## config.mk

```make
export PLATFORM = sky130hd
export DESIGN_NAME = duo_timer
export DESIGN_NICKNAME = d
export VERILOG_FILES = /design/src/rtl/duo_timer_pkg.sv /design/src/rtl/duo_timer_chan.sv /design/src/rtl/duo_timer_irq.sv /design/src/rtl/duo_timer.sv
export SDC_FILE = /design/constraint.sdc
export NUM_CORES = 1
export LEC_CHECK = 0
export BUFFER_PORTS_ARGS = -buffer_cell sky130_fd_sc_hd__buf_4
export CORE_MARGIN = 10
export CORE_UTILIZATION = 45
export DETAILED_ROUTE_END_ITERATION = 12
export PLACE_DENSITY_LB_ADDON = 0.15
export SLEW_MARGIN = 30
export SYNTH_ARGS = -nofsm -noshare
export SYNTH_HDL_FRONTEND = slang
export SYNTH_SLANG_ARGS = --single-unit
```

## constraint.sdc

```tcl
create_clock -name clk -period 3.1 [get_ports clk]
set_input_delay 0.31 -clock clk [delete_from_list [all_inputs] [get_ports clk]]
set_output_delay 0.31 -clock clk [all_outputs]
set_load 0.01 [all_outputs]
```

## src/rtl/duo_timer_pkg.sv

```systemverilog
package duo_timer_pkg;

  localparam int CSR_W  = 11;
  localparam int B_MODE = 0;
  localparam int B_DOWN = 1;
  localparam int B_ARL  = 4;
  localparam int B_LOAD = 5;
  localparam int B_IE   = 6;
  localparam int B_RUN  = 7;
  localparam int B_FLAG = 8;

  typedef enum logic [1:0] {
    SEL_CTRL = 2'd0,
    SEL_LOAD = 2'd1,
    SEL_CNT  = 2'd2,
    SEL_NONE = 2'd3
  } word_sel_e;

  function automatic logic [31:0] step_val(input logic [31:0] v, input logic down);
    return down ? v - 32'd1 : v + 32'd1;
  endfunction

  function automatic logic at_edge(input logic [31:0] v, input logic down);
    return down ? (v == 32'd0) : (v == 32'hFFFF_FFFF);
  endfunction

endpackage

```

## src/rtl/duo_timer_chan.sv

```systemverilog
module duo_timer_chan
  import duo_timer_pkg::*;
(
  input  logic             clk,
  input  logic             rst_n,
  input  logic             ctrl_wr,
  input  logic             load_wr,
  input  logic [31:0]      wdata,
  output logic [CSR_W-1:0] ctrl_o,
  output logic [31:0]      load_o,
  output logic [31:0]      cnt_o,
  output logic             req_o,
  output logic             flag_o
);

  logic [CSR_W-1:0] ctrl_q, ctrl_d;
  logic [31:0]      load_q, cnt_q, cnt_d;
  logic             stop_q, stop_d;
  logic             down, arl, ld, run, flag, ie;
  logic             counting, at_lim, expire, flag_clr, flag_d;

  assign down = ctrl_q[B_DOWN];
  assign arl  = ctrl_q[B_ARL];
  assign ld   = ctrl_q[B_LOAD];
  assign run  = ctrl_q[B_RUN];
  assign flag = ctrl_q[B_FLAG];
  assign ie   = ctrl_q[B_IE];

  assign counting = run && !ld && !stop_q;
  assign at_lim   = at_edge(cnt_q, down);
  assign expire   = counting && at_lim;
  assign flag_clr = ctrl_wr && wdata[B_FLAG];
  assign flag_d   = expire || (flag && !flag_clr);

  always_comb begin
    cnt_d = cnt_q;
    if (ld) begin
      cnt_d = load_q;
    end else if (counting) begin
      if (!at_lim)       cnt_d = step_val(cnt_q, down);
      else if (arl)      cnt_d = down ? load_q : step_val(cnt_q, down);
    end
  end

  always_comb begin
    stop_d = stop_q;
    if (ld || !run)            stop_d = 1'b0;
    else if (expire && !arl)   stop_d = 1'b1;
  end

  always_comb begin
    ctrl_d = ctrl_wr ? wdata[CSR_W-1:0] : ctrl_q;
    ctrl_d[B_FLAG] = flag_d;
  end

  always_ff @(posedge clk) begin
    if (!rst_n) begin
      ctrl_q <= '0;
      load_q <= '0;
      cnt_q  <= '0;
      stop_q <= 1'b0;
    end else begin
      ctrl_q <= ctrl_d;
      cnt_q  <= cnt_d;
      stop_q <= stop_d;
      if (load_wr) load_q <= wdata;
    end
  end

  assign ctrl_o = ctrl_q;
  assign load_o = load_q;
  assign cnt_o  = cnt_q;
  assign req_o  = flag && ie;
  assign flag_o = flag;


  load_copy_chk: assert property (@(posedge clk) disable iff (!rst_n)
    ld |=> cnt_q == $past(load_q));


  down_step_chk: assert property (@(posedge clk) disable iff (!rst_n)
    (counting && down && cnt_q != 32'd0) |=> cnt_q == $past(cnt_q) - 32'd1);


  reload_chk: assert property (@(posedge clk) disable iff (!rst_n)
    (expire && arl && down) |=> cnt_q == $past(load_q));


  halt_hold_chk: assert property (@(posedge clk) disable iff (!rst_n)
    (!run && !ld) |=> $stable(cnt_q));


  flag_set_chk: assert property (@(posedge clk) disable iff (!rst_n)
    expire |=> ctrl_q[B_FLAG]);

endmodule

```

## src/rtl/duo_timer_irq.sv

```systemverilog
module duo_timer_irq #(
  parameter int NUM_CH = 2
) (
  input  logic [NUM_CH-1:0] req_i,
  output logic              irq_o
);
  assign irq_o = |req_i;
endmodule

```

## src/rtl/duo_timer.sv

```systemverilog
module duo_timer
  import duo_timer_pkg::*;
#(
  parameter int NUM_CH = 2,
  localparam int CH_BITS = (NUM_CH > 1) ? $clog2(NUM_CH) : 1,
  localparam int ADDR_W  = CH_BITS + 4
) (
  input  logic              clk,
  input  logic              rst_n,
  input  logic              bus_wr,
  input  logic [ADDR_W-1:0] bus_addr,
  input  logic [31:0]       bus_wdata,
  output logic [31:0]       bus_rdata,
  output logic              irq_o
);

  logic [CSR_W-1:0] ctrl_v [NUM_CH];
  logic [31:0]      load_v [NUM_CH];
  logic [31:0]      cnt_v  [NUM_CH];
  logic [NUM_CH-1:0] req_v, flag_v;
  word_sel_e        sel;
  logic [CH_BITS-1:0] ch_idx;

  assign sel    = word_sel_e'(bus_addr[3:2]);
  assign ch_idx = bus_addr[ADDR_W-1:4];

  for (genvar c = 0; c < NUM_CH; c++) begin : g_ch
    logic hit;
    assign hit = bus_wr && (ch_idx == CH_BITS'(c));
    duo_timer_chan u_chan (
      .clk     (clk),
      .rst_n   (rst_n),
      .ctrl_wr (hit && sel == SEL_CTRL),
      .load_wr (hit && sel == SEL_LOAD),
      .wdata   (bus_wdata),
      .ctrl_o  (ctrl_v[c]),
      .load_o  (load_v[c]),
      .cnt_o   (cnt_v[c]),
      .req_o   (req_v[c]),
      .flag_o  (flag_v[c])
    );
  end

  always_comb begin
    bus_rdata = '0;
    if (int'(ch_idx) < NUM_CH) begin
      case (sel)
        SEL_CTRL: bus_rdata = 32'(ctrl_v[ch_idx]);
        SEL_LOAD: bus_rdata = load_v[ch_idx];
        SEL_CNT:  bus_rdata = cnt_v[ch_idx];
        default:  bus_rdata = '0;
      endcase
    end
  end

  duo_timer_irq #(.NUM_CH(NUM_CH)) u_irq (
    .req_i (req_v),
    .irq_o (irq_o)
  );


  irq_src_chk: assert property (@(posedge clk) disable iff (!rst_n)
    irq_o |-> (flag_v != '0));

endmodule

```

Yosys cells after proc, flatten, opt, wreduce, memory -nomap -nowiden:

Index checks and enable logic that the tools add are counted.

* muxes and demuxes: 24
* add/sub/neg operators: 4
* equality and inequality tests: 6
* reduce and logical (&&, ||, !) cells: 44
* bitwise operators: 3
* order comparisons: 1

Operators by type and width (count)
* $mux 32: 18
* $pmux 32 s3: 1
* $add 32x1->32 const B: 2
* $eq 32x32->1 const B: 2
* $logic_not 32->1: 2
* $sub 32x1->32 const B: 2
* $mux 11: 3
* $logic_and 1x1->1: 20
* $logic_not 1->1: 10
* $ne 3x1->1 const B: 2
* $reduce_or 2->1: 3
* $logic_or 1x1->1: 4
* $reduce_and 2->1: 2
* $reduce_bool 2->1: 2
* $eq 2x1->1 const B: 1
* $eq 2x2->1 const B: 1
* $ge 2x2->1 const B: 1
* $logic_not 2->1: 1
* $mux 1: 2
* $not 1->1: 2
* $not 1->2: 1

* logic and storage cells: 92
* output and inout port bits: 33
* register bits: 152
* bits of input ports: 40

Depth between registers and ports, before layout:

Gate-level depths: netlist of the first run.

* word-level depth: 7
* mapped depth: 12
* gate-level depth less buffers: 10

Cells and area by module:

A second synthesis of the first run with hierarchy kept.

* cell total of the unflattened synthesis: 1337
* area total of the unflattened synthesis: 10777.8 µm²

By module, submodules not included
* duo_timer_chan at g_ch[1].u_chan: instances 1, seq. area each 1521.5 µm², area each 4767.1 µm², cells an instance 589
* duo_timer_chan at g_ch[0].u_chan: instances 1, seq. area each 1521.5 µm², area each 4760.8 µm², cells an instance 601
* duo_timer: instances 1, seq. area each 0.0 µm², area each 1243.7 µm², cells an instance 146
* duo_timer_irq: instances 1, seq. area each 0.0 µm², area each 6.3 µm², cells an instance 1

Least setup slack after synthesis of the first run:

OpenSTA, ideal clock, no wires.

* kind: flip-flop to flip-flop
* start point: register g_ch[0].u_chan.cnt_q[0]
* end point: register g_ch[0].u_chan.cnt_q[14]
* path buffers: 2
* data required time: 2972 ps
* slack: 230 ps
* library setup time: 128 ps
* data arrival time: 2742 ps
* stages on the path, launching flop included: 13
* period minus slack after synthesis: 2870 ps
* cell sequence: dfxtp_1 > clkbuf_1 > inv_1 > ha_1 > nor3b_1 > nand4_1 > nor4_2 > a21oi_1 > clkbuf_1 > o211ai_1 > o21ai_0 > a222oi_1 > nor2_1

* longest elaborated chain between the ends: 6
* elaborated cells between the ends (all ways): 13
* those cells by class: add/sub: 2; eq/ne: 2; mux: 7; reduce/logical: 2

Ends and longest elaborated chain
* start, declared: RTL line duo_timer_chan.sv:17 `logic [31:0] load_q, cnt_q, cnt_d;`
* start signal, assigned: RTL line duo_timer_chan.sv:64 `cnt_q <= cnt_d;`
* $add 32x1->32: RTL line duo_timer_pkg.sv:20 `return down ? v - 32'd1 : v + 32'd1;`
* $mux 32 (2 in series): RTL line duo_timer_chan.sv:41 `else if (arl) cnt_d = down ? load_q : step_val(cnt_q, down);`
* $mux 32: RTL line duo_timer_chan.sv:40 `if (!at_lim) cnt_d = step_val(cnt_q, down);`
* $mux 32: RTL line duo_timer_chan.sv:39 `end else if (counting) begin`
* $mux 32: RTL line duo_timer_chan.sv:37 `if (ld) begin`

Several ways; a longest one is shown, not always the timed one. The select of a mux whose other input is x is not followed.
A chain may end at the register's enable or synchronous reset.

Final worst setup path of the first run:

* start point: register g_ch[1].u_chan.cnt_q[14]
* end point: register g_ch[1].u_chan.cnt_q[31]

* longest elaborated chain between the ends: 6
* elaborated cells between the ends (all ways): 13
* those cells by class: add/sub: 2; eq/ne: 2; mux: 7; reduce/logical: 2

Ends and longest elaborated chain (RTL line)
* start, declared: duo_timer_chan.sv:17
* start signal, assigned: duo_timer_chan.sv:64
* $add 32x1->32: duo_timer_pkg.sv:20
* $mux 32 (2 in series): duo_timer_chan.sv:41
* $mux 32: duo_timer_chan.sv:40
* $mux 32: duo_timer_chan.sv:39
* $mux 32: duo_timer_chan.sv:37

Several ways; a longest one is shown, not always the timed one. The select of a mux whose other input is x is not followed.

==> results of run 1 <==
cells by family (layout without fill, tap and decap cells):
group | count (synthesis) | count (layout)
compound gates | 442 | 442
xor+xnor | 53 | 53
fa+ha+maj | 4 | 4
buf+inv | 160 | 216
flops | 152 | 152
mux | 69 | 69
simple gates | 572 | 572
state kept, by name, summed over array words and instances (netlist names):
| signal | count |
|---|---|
| g_ch.u_chan.cnt_o | 64 |
| g_ch.u_chan.ctrl_o | 22 |
| g_ch.u_chan.load_o | 64 |
| g_ch.u_chan.stop_q | 2 |
how the worst min path moves through the flow:
stage | to | slack [ns] | depth (start not counted)
after detailed placement | g_ch[0].u_chan.ctrl_o[9] | 0.45 | 2
final | g_ch[0].u_chan.load_o[25] | 0.13 | 3
after floorplan | g_ch[0].u_chan.ctrl_o[0] | 0.44 | 2
after global routing | g_ch[0].u_chan.load_o[25] | 0.13 | 3
after global placement | g_ch[0].u_chan.ctrl_o[9] | 0.44 | 2
after CTS | g_ch[0].u_chan.load_o[25] | 0.12 | 3
per-stage QoR:
step / hold slack [ns] / utilization (%)
after global placement: 0.444 / 50.3
after global routing: 0.127 / 53.2
after floorplan: 0.436 / -
after CTS: 0.123 / 53.0
after detailed placement: 0.450 / 50.3
final: 0.131 / 53.2
layer usage:
metal | up-vias | wire length [um] | GRT usage, %
met3 | 61 | 3240 | 4.47
met2 | 517 | 17300 | 39.8
met1 | 5386 | 17300 | 36.4
li1 | 5348 | - | -
met4 | 0 | 1030 | 8.54
met5 | - | 0 | 0
final cells by class:
type                    count  area [um2]  area share, %
inverters                  20        76.3          0.636
flip-flops and latches    152        3040           25.4
clock inverters            14         189           1.57
multi-input cells        1140        6660           55.5
clock buffers              17         425           3.55
repair buffers            165        1250           10.4
well taps                 285         357           2.97
cell usage after synthesis (6+ instances only):
library cell / n / area, um2
o31ai_1: 6 / 45.0
and2_1: 6 / 37.5
xnor2_1: 27 / 236
o211ai_1: 14 / 105
nand3_1: 41 / 205
inv_1: 16 / 60.1
dfxtp_1: 152 / 3040
and3_1: 14 / 87.6
nand4_1: 29 / 181
a21oi_1: 184 / 921
a221oi_1: 12 / 105
or4_1: 8 / 60.1
and4_1: 10 / 87.6
nor3_1: 37 / 185
o21ai_0: 72 / 360
nor4_1: 19 / 119
buf_2: 11 / 55.1
mux2i_1: 67 / 671
nand2b_1: 6 / 37.5
nand2_1: 252 / 946
a31oi_1: 22 / 138
a211oi_1: 15 / 113
o221ai_1: 12 / 105
or3_1: 11 / 68.8
a22oi_1: 12 / 90.1
nor2_1: 107 / 402
o22ai_1: 36 / 225
xor2_1: 26 / 228
clkbuf_1: 120 / 450
repair_timing:
| action | in CTS | in global routing |
|---|---|---|
| setup buffers | 0 | 0 |
| gates resized for setup | 0 | 4 |
| endpoints found under the hold margin | 0 | 0 |
| setup endpoints to repair | 0 | 5 |
power groups by stage:
stage	sequential, mW	clock, mW	combinational [mW]
4_1_cts	2.07	2.26	1.03
2_1_floorplan	2.07	0	0.687
3_3_place_gp	2.11	0	1.02
5_1_grt	2.07	2.35	1.15
6_report	2.07	2.25	1.05
3_5_place_dp	2.11	0	1.03
worst min-delay path, delay by kind of cell:
family / cells / cell delay (ns)
compound gates: 1 / 0.05
buf+inv: 1 / 0.11
simple gates: 1 / 0.05
==> impl_results.md, run 1 <==
* Outcome: finished clean
* CP startpoint: g_ch[1].u_chan.cnt_o[14]
* Ports at 73
* Post-Syn Nets at 1,496
* Clk pin slew, worst setup/hold paths at 0.07 ns
* Vias per cell at 6.31
* Combinational family with the most area after synthesis: compound AO/OA/AOI/OAI gates
* Main synth FF type: dfxtp_1
* Sw Pwr at 1.67 mW
* Clock latency on the worst-skew pair at 0.43 ns
* Sequential share of the synthesized area at 29.5%
* Vias in the first global route at 10,400
* Worst setup path category: reg -> reg
* IR drop worst, VDD at 0.329 mV
* Accumulated negative setup slack at 0 ns
* Crit Path Max Fanout at 8
* Gr usage total at 26.1%
* Die Ht at 171 um
* Row cnt at 55
* Slew @ Worst Pin at 0.885 ns
* R2R depth at 8
* Top cell by count, worst path: nor2_1
* Mux cell area share after synthesis at 6.73%
* Layout net count at 1,540
* RD Place Congestion at 0.961
* P_leak at 4.47 nW
* Global route overflow at 0
* Critical path buffer and inverter count at 0
* CTS tree: yes
* Yosys warns at 0
* Family with the most delay on the worst path: simple AND/OR/NAND/NOR gates
* Post-CTS Hold Buffers at 0
* Critical Path AT at 3.22 ns
* Logic pwr share at 19.6%
* Iteration-0 DRC Markers at 1,271
* Ratio of final minimum period to clock period at 93.5%
* Worst EP required at 3.42 ns
* Post-Syn Area at 0.0103 mm2
* Routed WL at 38,900 um
* R2R Path End: g_ch[1].u_chan.cnt_o[31]
* Cell Count Post-Placement at 1,762
* Max stage delay on crit path at 0.60 ns
* Area Growth Syn to Fin at 16.5%
* Final Cell Area at 0.0120 mm2
* Most frequent cells in the layout: 252 x nand2_1, 183 x a21oi_1, 164 x buf_4
* Wire per inst at 21.7 um
* DPL Wire Length at 27,900 um
* Pre-CTS WS at 0.0886 ns
* Max Slew Vio Count at 0
* Crit path time final at 2.90 ns
* Die Area at 0.0293 mm2
* Remaining DRCs at 0
* Simple-Gate Fraction of Synth Area at 26.1%
* Switching power share of the total at 31.0%
* Avg Inst Size Synth at 7.09 um2
* Max-cap check violation count at 0
* Power Total at 5.37 mW
* Initial antenna violation count at 0
* Htree depth at 4
* Number of unique standard cell types used by synthesis at 77
* Cts bufs inserted at 17
* Setup WS post-layout at 0.202 ns
* Clock network power share at 41.9%
* Core area at 0.0226 mm2
* Ys async rst share at 0%
* Worst Hold Launch: bus_wdata[25]
* Sink Count at 152
* Post-Place Cell Area at 0.0114 mm2
* Non-Filler Instances at 1,793
* Initial core utilization at 45.6%
* Share of cells above drive strength 1 at 14.9%
* EDFF count, synth at 0
* Crit end category: flop
* Final hold viol count at 0
* Clock root buffer: clkbuf_16
* DRT Pass-1 Iters at 5
* Largest net degree at the start of global routing at 64
* CP max-delay cell: or4_1
* Routed vias at 11,300
* Synth Area in Adders at 0.486%
* Hold/Removal Path Class: in -> reg
* Slew margin rel. at 41.0%
* First-pass GRT wire length at 60,400 um
* Antenna Nets Post-Route at 0
* Cell Chain, Critical Path: or4_4 -> or4_1 -> nor3_2 -> nand2_1 -> o21ba_2 -> nor2_1 -> nor2_1 -> a32o_1
* Filler cells at 2,194
* Critical path launch point type: flop
* Pwr dens at 448 mW/mm2
* Die Width at 171 um
* Internal power at 3.70 mW
* Antenna diodes at 0
* RSZ-0062 raised after global routing: false
* Worst Clk Skew at 0.00826 ns
* Setup violations, final at 0
* Post-synthesis xor/xnor area fraction at 4.51%
* Area fraction in compound gates after synthesis at 26.4%
* Reg2reg start: g_ch[1].u_chan.cnt_o[14]
* FMAX at 345 MHz
* Max clock buf depth at 2
* Mapped Cells at 1,452
* CP Capture Point: g_ch[1].u_chan.cnt_o[31]
* Power share of the sequential group at 38.5%
* FF-to-FF setup slack at 0.20 ns
* Most common cell after layout, fill and taps aside: nand2_1
* FF+latch count, synth at 152
* Cell depth of the worst setup path at 8
* # port buffers at 70
(Power assumes the default switching activity.)
==> inputs of run 2 (changes only) <==
--- a/config.mk
+++ b/config.mk
@@ -6,8 +6,10 @@
 export NUM_CORES = 1
 export LEC_CHECK = 0
 export BUFFER_PORTS_ARGS = -buffer_cell sky130_fd_sc_hd__buf_4
+export CAP_MARGIN = 20
 export CORE_MARGIN = 10
 export CORE_UTILIZATION = 45
+export CTS_BUF_LIST = sky130_fd_sc_hd__clkbuf_16
 export DETAILED_ROUTE_END_ITERATION = 12
 export PLACE_DENSITY_LB_ADDON = 0.15
 export SLEW_MARGIN = 30
==> constraint.sdc (replaced) <==
create_clock -name clk -period 3.1 [get_ports clk]
set_input_delay 0.465 -clock clk [delete_from_list [all_inputs] [get_ports clk]]
set_output_delay 0.465 -clock clk [all_outputs]
set_load 0.01 [all_outputs]
==> impl_results.md, run 2 (synthesis gave the netlist of run 1 again) <==
* Outcome: finished clean (unchanged)
* Worst EP required at 3.45 ns (was 3.42 ns)
* Final hold viol count at 0 (unchanged)
* Crit end category: flop (unchanged)
* P_leak at 4.45 nW (was 4.47 nW)
* Clock network power share at 40.7% (was 41.9%)
* Worst Hold Launch: bus_wdata[28] (was bus_wdata[25])
* CP startpoint: g_ch[1].u_chan.cnt_o[14] (unchanged)
* Worst setup path category: reg -> reg (unchanged)
* Cell Chain, Critical Path: or4_4 -> or4_1 -> nor4_4 -> o21bai_2 -> a21o_1 -> buf_4 -> o221a_1 -> a21oi_1 (was or4_4 -> or4_1 -> nor3_2 -> nand2_1 -> o21ba_2 -> nor2_1 -> nor2_1 -> a32o_1)
* Most common cell after layout, fill and taps aside: nand2_1 (unchanged)
* Slew @ Worst Pin at 0.848 ns (was 0.885 ns)
* Layout net count at 1,540 (unchanged)
* R2R Path End: g_ch[1].u_chan.cnt_o[30] (was g_ch[1].u_chan.cnt_o[31])
* # port buffers at 70 (unchanged)
* Internal power at 3.61 mW (was 3.70 mW)
* Max Slew Vio Count at 0 (unchanged)
* FMAX at 340 MHz (was 345 MHz)
* Routed WL at 39,000 um (was 38,900 um)
* Largest net degree at the start of global routing at 47 (was 64)
* Post-layout util at 53.1% (was 53.2%)
* RSZ-0062 raised after global routing: false (unchanged)
* Iteration-0 DRC Markers at 1,346 (was 1,271)
* Wire per inst at 21.7 um (about the same)
* Remaining DRCs at 0 (unchanged)
* Share of cells above drive strength 1 at 14.9% (unchanged)
* DRT Pass-1 Iters at 5 (unchanged)
* RD Place Congestion at 0.945 (was 0.961)
* Cts bufs inserted at 17 (unchanged)
* Critical path launch point type: flop (unchanged)
* CP max-delay cell: or4_1 (unchanged)
* Logic pwr share at 20.1% (was 19.6%)
* Die Ht at 171 um (unchanged)
* Max stage delay on crit path at 0.61 ns (was 0.60 ns)
* Slew margin rel. at 43.4% (was 41.0%)
* DPL Wire Length at 28,300 um (was 27,900 um)
* Accumulated negative setup slack at 0 ns (unchanged)
* First-pass GRT wire length at 60,500 um (was 60,400 um)
* Area Growth Syn to Fin at 16.3% (was 16.5%)
* Clk pin slew, worst setup/hold paths at 0.07 ns (about the same)
* Antenna Nets Post-Route at 0 (unchanged)
* Initial antenna violation count at 0 (unchanged)
* Setup violations, final at 0 (unchanged)
* Die Area at 0.0293 mm2 (unchanged)
* Clock latency on the worst-skew pair at 0.43 ns (about the same)
* Initial core utilization at 45.6% (unchanged)
* Row cnt at 55 (unchanged)
* Sink Count at 152 (unchanged)
* Power share of the sequential group at 39.2% (was 38.5%)
* Htree depth at 4 (unchanged)
* Hold/Removal Path Class: in -> reg (unchanged)
* Die Width at 171 um (unchanged)
* Routed vias at 11,400 (was 11,300)
* Non-Filler Instances at 1,793 (unchanged)
* Core area at 0.0226 mm2 (unchanged)
* Ports at 73 (unchanged)
* Worst Clk Skew at 0.0150 ns (was 0.00826 ns)
* Vias in the first global route at 10,500 (was 10,400)
* Ratio of final minimum period to clock period at 94.9% (was 93.5%)
* Setup WS post-layout at 0.160 ns (was 0.202 ns)
* Switching power share of the total at 31.3% (was 31.0%)
* Reg2reg start: g_ch[1].u_chan.cnt_o[14] (unchanged)
* Sw Pwr at 1.65 mW (was 1.67 mW)
* FF-to-FF setup slack at 0.16 ns (was 0.20 ns)
* Critical Path AT at 3.29 ns (was 3.22 ns)
* Clock root buffer: clkbuf_16 (unchanged)
* Antenna diodes at 0 (unchanged)
* Gr usage total at 26.2% (was 26.1%)
* Hold Path Depth at 3 (unchanged)
* Hold path endpoint: g_ch[0].u_chan.load_o[28] (was g_ch[0].u_chan.load_o[25])
* Vias per cell at 6.38 (was 6.31)
* Most frequent cells in the layout: 252 x nand2_1, 184 x a21oi_1, 162 x buf_4 (was 252 x nand2_1, 183 x a21oi_1, 164 x buf_4)
* CTS tree: yes (unchanged)
* Max-cap check violation count at 0 (unchanged)
* Crit path time final at 2.94 ns (was 2.90 ns)
* IR drop worst, VDD at 0.277 mV (was 0.329 mV)
* Cell Count Post-Placement at 1,762 (unchanged)
* Pwr dens at 439 mW/mm2 (was 448 mW/mm2)
* Max clock buf depth at 2 (unchanged)
* Global route overflow at 0 (unchanged)
* Pre-CTS WS at 0.145 ns (was 0.0886 ns)
* Crit Path Max Fanout at 30 (was 8)
* R2R depth at 8 (unchanged)
## run 2: stage by stage
stage / area (um2) / total power [mW] / hold WS, ns
global placement: 11400 / 3.13 / 0.444
floorplan: 10300 / 2.76 / 0.436
finish: 12000 / 5.26 / 0.294
global route: 12000 / 5.45 / 0.291
detailed placement: 11400 / 3.13 / 0.449
CTS: 12000 / 5.26 / 0.286
## run 2: critical path: cells and delay by family, from the launching register on
kind	cells	cell delay, ns
and+or+nand+nor	3	1.63
AOI/OAI and AO/OA	4	0.68
DFF	1	0.31
buffers and inverters	1	0.23
## run 2: cell type report
class	instances	area [um2]
repair buffers	165	1280
flip-flops and latches	152	3040
well taps	285	357
multi-input cells	1140	6640
inverters	20	76.3
fillers	2273	10600
clock buffers	17	425
clock inverters	14	163
## run 2: worst max path at each step
stage	endpoint	slack, ns	depth (start not counted)
final	g_ch[1].u_chan.cnt_o[30]	0.16	8
after global routing	g_ch[1].u_chan.cnt_o[30]	0.008	8
after CTS	g_ch[1].u_chan.cnt_o[30]	0.13	10
after detailed placement	g_ch[1].u_chan.cnt_o[30]	0.15	10
after global placement	g_ch[1].u_chan.cnt_o[6]	0.22	7
after floorplan	g_ch[0].u_chan.cnt_o[14]	0.23	12
## run 2: power groups by stage
| stage | logic (mW) | registers [mW] | clock network, mW |
|---|---|---|---|
| after floorplan | 0.687 | 2.07 | 0 |
| after global placement | 1.02 | 2.10 | 0 |
| after detailed placement | 1.03 | 2.11 | 0 |
| after CTS | 1.04 | 2.06 | 2.16 |
| after global routing | 1.15 | 2.07 | 2.23 |
| final | 1.06 | 2.06 | 2.14 |
## run 2: what timing repair did
| action | in CTS | in global routing |
|---|---|---|
| gates resized for setup | 0 | 4 |
| hold buffers | 0 | 0 |
| endpoints found under the setup margin | 0 | 19 |
| setup buffers | 0 | 0 |
## run 2: per-layer routing
layer  share of wire (%)  GRT usage [%]  wire length, um  up-vias
met3                 8.2           5.07             3180       55
li1                    -              -                -     5359
met4                 2.8           8.39             1110        0
met5                   0              0                0        -
met2                  44           40.4            17300      531
met1                  45           35.8            17400     5501
==> inputs of run 3 (changes only) <==
--- a/config.mk
+++ b/config.mk
@@ -5,6 +5,7 @@
 export SDC_FILE = /design/constraint.sdc
 export NUM_CORES = 1
 export LEC_CHECK = 0
+export ABC_AREA = 1
 export BUFFER_PORTS_ARGS = -buffer_cell sky130_fd_sc_hd__buf_4
 export CAP_MARGIN = 20
 export CORE_MARGIN = 10
==> impl_results.md, run 3 <==
* Max stage delay on crit path at 0.87 ns (was 0.61 ns)
* FF+latch count, synth at 152 (unchanged)
* Power share of the sequential group at 37.0% (was 39.2%)
* Switching power share of the total at 38.2% (was 31.3%)
* Worst EP required at 3.44 ns (was 3.45 ns)
* Clock latency on the worst-skew pair at 0.44 ns (was 0.43 ns)
* Crit end category: flop (unchanged)
* Ports at 73 (unchanged)
* Grt met1 use at 39.3% (was 35.8%)
* Most frequent cells in the layout: 541 x nand2_1, 419 x nor2_1, 236 x o21ai_0 (was 252 x nand2_1, 184 x a21oi_1, 162 x buf_4)
* Worst setup path category: reg -> reg (unchanged)
* Post_cts resized at 0 (unchanged)
* Met3 Use GR at 4.11% (was 5.07%)
* Hold slack final at 0.263 ns (was 0.294 ns)
* Family with the most delay on the worst path: simple AND/OR/NAND/NOR gates (unchanged)
* Post-layout util at 50.0% (was 53.1%)
* Pwr dens at 435 mW/mm2 (was 439 mW/mm2)
* Routed WL at 49,400 um (was 39,000 um)
* Top post-synthesis cells by count: 541 x nand2_1, 419 x nor2_1, 236 x o21ai_0, 198 x a21oi_1, 170 x inv_1 (was 252 x nand2_1, 184 x a21oi_1, 152 x dfxtp_1, 120 x clkbuf_1, 107 x nor2_1)
* Setup violations, final at 0 (unchanged)
* DPL Wire Length at 37,000 um (was 28,300 um)
* EDFF count, synth at 0 (unchanged)
* Avg Inst Size Synth at 5.63 um2 (was 7.09 um2)
* Largest net degree at the start of global routing at 62 (was 47)
* P_leak at 5.95 nW (was 4.45 nW)
* Clock root buffer: clkbuf_16 (unchanged)
* Top-count cell post-synth: nand2_1 (unchanged)
* Die Ht at 185 um (was 171 um)
* Most common cell after layout, fill and taps aside: nand2_1 (unchanged)
* Number of unique standard cell types used by synthesis at 45 (was 77)
* Max Slew Vio Count at 0 (unchanged)
* Vias in the first global route at 13,200 (was 10,500)
* Antenna diodes at 0 (unchanged)
* R2R depth at 11 (was 8)
* Reg area at 0.00304 mm2 (about the same)
* Logic pwr share at 26.3% (was 20.1%)
* Wire per inst at 19.6 um (was 21.7 um)
* Sw Pwr at 2.23 mW (was 1.65 mW)
* FMAX at 355 MHz (was 340 MHz)
* Main synth FF type: dfxtp_1 (unchanged)
* Clk pin slew, worst setup/hold paths at 0.08 ns (was 0.07 ns)
* Cell depth of the worst setup path at 11 (was 8)
* Ratio of final minimum period to clock period at 90.8% (was 94.9%)
* Sink Count at 152 (unchanged)
* CP startpoint: g_ch[0].u_chan.cnt_o[1] (was g_ch[1].u_chan.cnt_o[14])
* Die Area at 0.0341 mm2 (was 0.0293 mm2)
* Iteration-0 DRC Markers at 1,920 (was 1,346)
* Die Width at 185 um (was 171 um)
* DRT Pass-1 Iters at 5 (unchanged)
* Internal power at 3.60 mW (was 3.61 mW)
* Worst Clk Skew at 0.0151 ns (was 0.0150 ns)
* Setup Buffers After CTS at 0 (unchanged)
* CP max-delay cell: a21oi_2 (was or4_1)
* Global route overflow at 0 (unchanged)
* Final hold viol count at 0 (unchanged)
* Slew @ Worst Pin at 0.960 ns (was 0.848 ns)
* Critical path buffer and inverter count at 0 (was 1)
* Initial antenna violation count at 0 (unchanged)
* Hold Path Depth at 3 (unchanged)
* Sequential share of the synthesized area at 25.0% (was 29.5%)
* Multi-input gate area at 0.00782 mm2 (was 0.00664 mm2)
* Cell Chain, Critical Path: ha_1 -> nand2_1 -> nor2_2 -> nand3_1 -> nor2_1 -> nand4_1 -> nand2_2 -> a21oi_2 -> nand3_1 -> a21oi_1 -> nor2_1 (was or4_4 -> or4_1 -> nor4_4 -> o21bai_2 -> a21o_1 -> buf_4 -> o221a_1 -> a21oi_1)
* Met2 Use GR at 44.6% (was 40.4%)
* Post-CTS Hold Buffers at 0 (unchanged)
* RD Place Congestion at 1.01 (was 0.945)
* First-pass GRT wire length at 76,200 um (was 60,500 um)
* Critical path launch point type: flop (unchanged)
* Core area at 0.0268 mm2 (was 0.0226 mm2)
* Post-Syn Area at 0.0122 mm2 (was 0.0103 mm2)
* Clock network power share at 36.7% (was 40.7%)
* CTS tree: yes (unchanged)
* Outcome: finished clean (unchanged)
* Initial core utilization at 45.5% (was 45.6%)
* Crit path time final at 2.81 ns (was 2.94 ns)
* Layout net count at 2,210 (was 1,540)
* Critical Path AT at 3.15 ns (was 3.29 ns)
* Post-Syn Nets at 2,210 (was 1,496)
* # port buffers at 70 (unchanged)
* Synth top area share at 25.0% (was 29.5%)
* Worst Hold Launch: bus_wdata[29] (was bus_wdata[28])
* Filler cells at 2,914 (was 2,273)
* Antenna Nets Post-Route at 0 (unchanged)
* Remaining DRCs at 0 (unchanged)
* RSZ-0062 raised after global routing: false (unchanged)
* Hold/Removal Path Class: in -> reg (unchanged)
* Mapped Cells at 2,166 (was 1,452)
* FF-to-FF setup slack at 0.29 ns (was 0.16 ns)
* Share of cells above drive strength 1 at 8.72% (was 14.9%)
* Top cells by area, synth: dfxtp_1 25%, nand2_1 17%, nor2_1 13% (was dfxtp_1 30%, nand2_1 9.2%, a21oi_1 8.9%)
* Gr busiest metal: met2 (unchanged)
* Max clock buf depth at 2 (unchanged)
* Vias per cell at 5.77 (was 6.38)
* Accumulated negative setup slack at 0 ns (unchanged)
* Area leader, netlist: dfxtp_1 (unchanged)
* Routed vias at 14,500 (was 11,400)
* Max-cap check violation count at 0 (unchanged)
* Htree depth at 4 (unchanged)
* Ys async rst share at 0% (unchanged)
* Crit Path Max Fanout at 15 (was 30)
* Gr usage total at 28.6% (was 26.2%)
* Cts bufs inserted at 17 (unchanged)
* Area Growth Syn to Fin at 10.0% (was 16.3%)
* Yosys warns at 0 (unchanged)
* Reg2reg start: g_ch[0].u_chan.cnt_o[1] (was g_ch[1].u_chan.cnt_o[14])
* IR drop worst, VDD at 0.392 mV (was 0.277 mV)
* Row cnt at 60 (was 55)
* Slew margin rel. at 36.0% (was 43.4%)
run 3: path summary, 6_finish.rpt:
path / endpoint
worst max-delay path: g_ch[0].u_chan.cnt_o[4]
worst min-delay path: g_ch[1].u_chan.load_o[29]
worst max register to register: g_ch[0].u_chan.cnt_o[4]
worst min register to register: g_ch[0].u_chan.stop_q
run 3: worst min-delay path, delay by kind of cell:
family / cells / cell delay (ns)
buffers and inverters: 1 / 0.09
and+or+nand+nor: 2 / 0.12
run 3: per-layer routing:
metal	up-vias	wire, um
li1	6970	-
met1	6720	21600
met2	756	21600
met3	86	4800
met4	0	1450
met5	-	0
run 3: layout make-up:
type / instances / share of cell area (%)
multi-input combinational: 1704 / 58.3
sequential: 152 / 22.7
timing repair buffer: 112 / 6.46
inverter: 179 / 5.02
tap: 341 / 3.18
clock buffer: 17 / 3.17
clock inverter: 15 / 1.15
run 3: through the flow:
step	cell area, um2	power (mW)	cells	setup WS [ns]
2_1_floorplan	12200	3.22	2166	0.991
3_3_place_gp	12800	3.67	2488	0.438
3_5_place_dp	12800	3.69	2488	0.378
4_1_cts	13400	5.80	2520	0.358
5_1_grt	13400	6.10	2520	0.0914
6_report	13400	5.84	2520	0.287
run 3: cells by family (layout without fill, tap and decap cells):
group,count (synthesis),after routing,synth area share (%)
AO/OA/AOI/OAI,467,467,19.8
AND/OR/NAND/NOR,1181,1181,40.2
adder cells (fa/ha/maj),4,4,0.411
buffers and inverters,310,323,10.9
multiplexers,1,1,0.0821
XOR/XNOR,51,51,3.66
flip-flops,152,152,25.0
run 3: power groups by stage:
stage                     clock, mW  sequential [mW]  combinational (mW)
final                          2.14             2.16                1.54
after global routing           2.23             2.17                1.70
after CTS                      2.15             2.16                1.50
after detailed placement          0             2.20                1.49
after global placement            0             2.20                1.47
after floorplan                   0             2.11                1.11
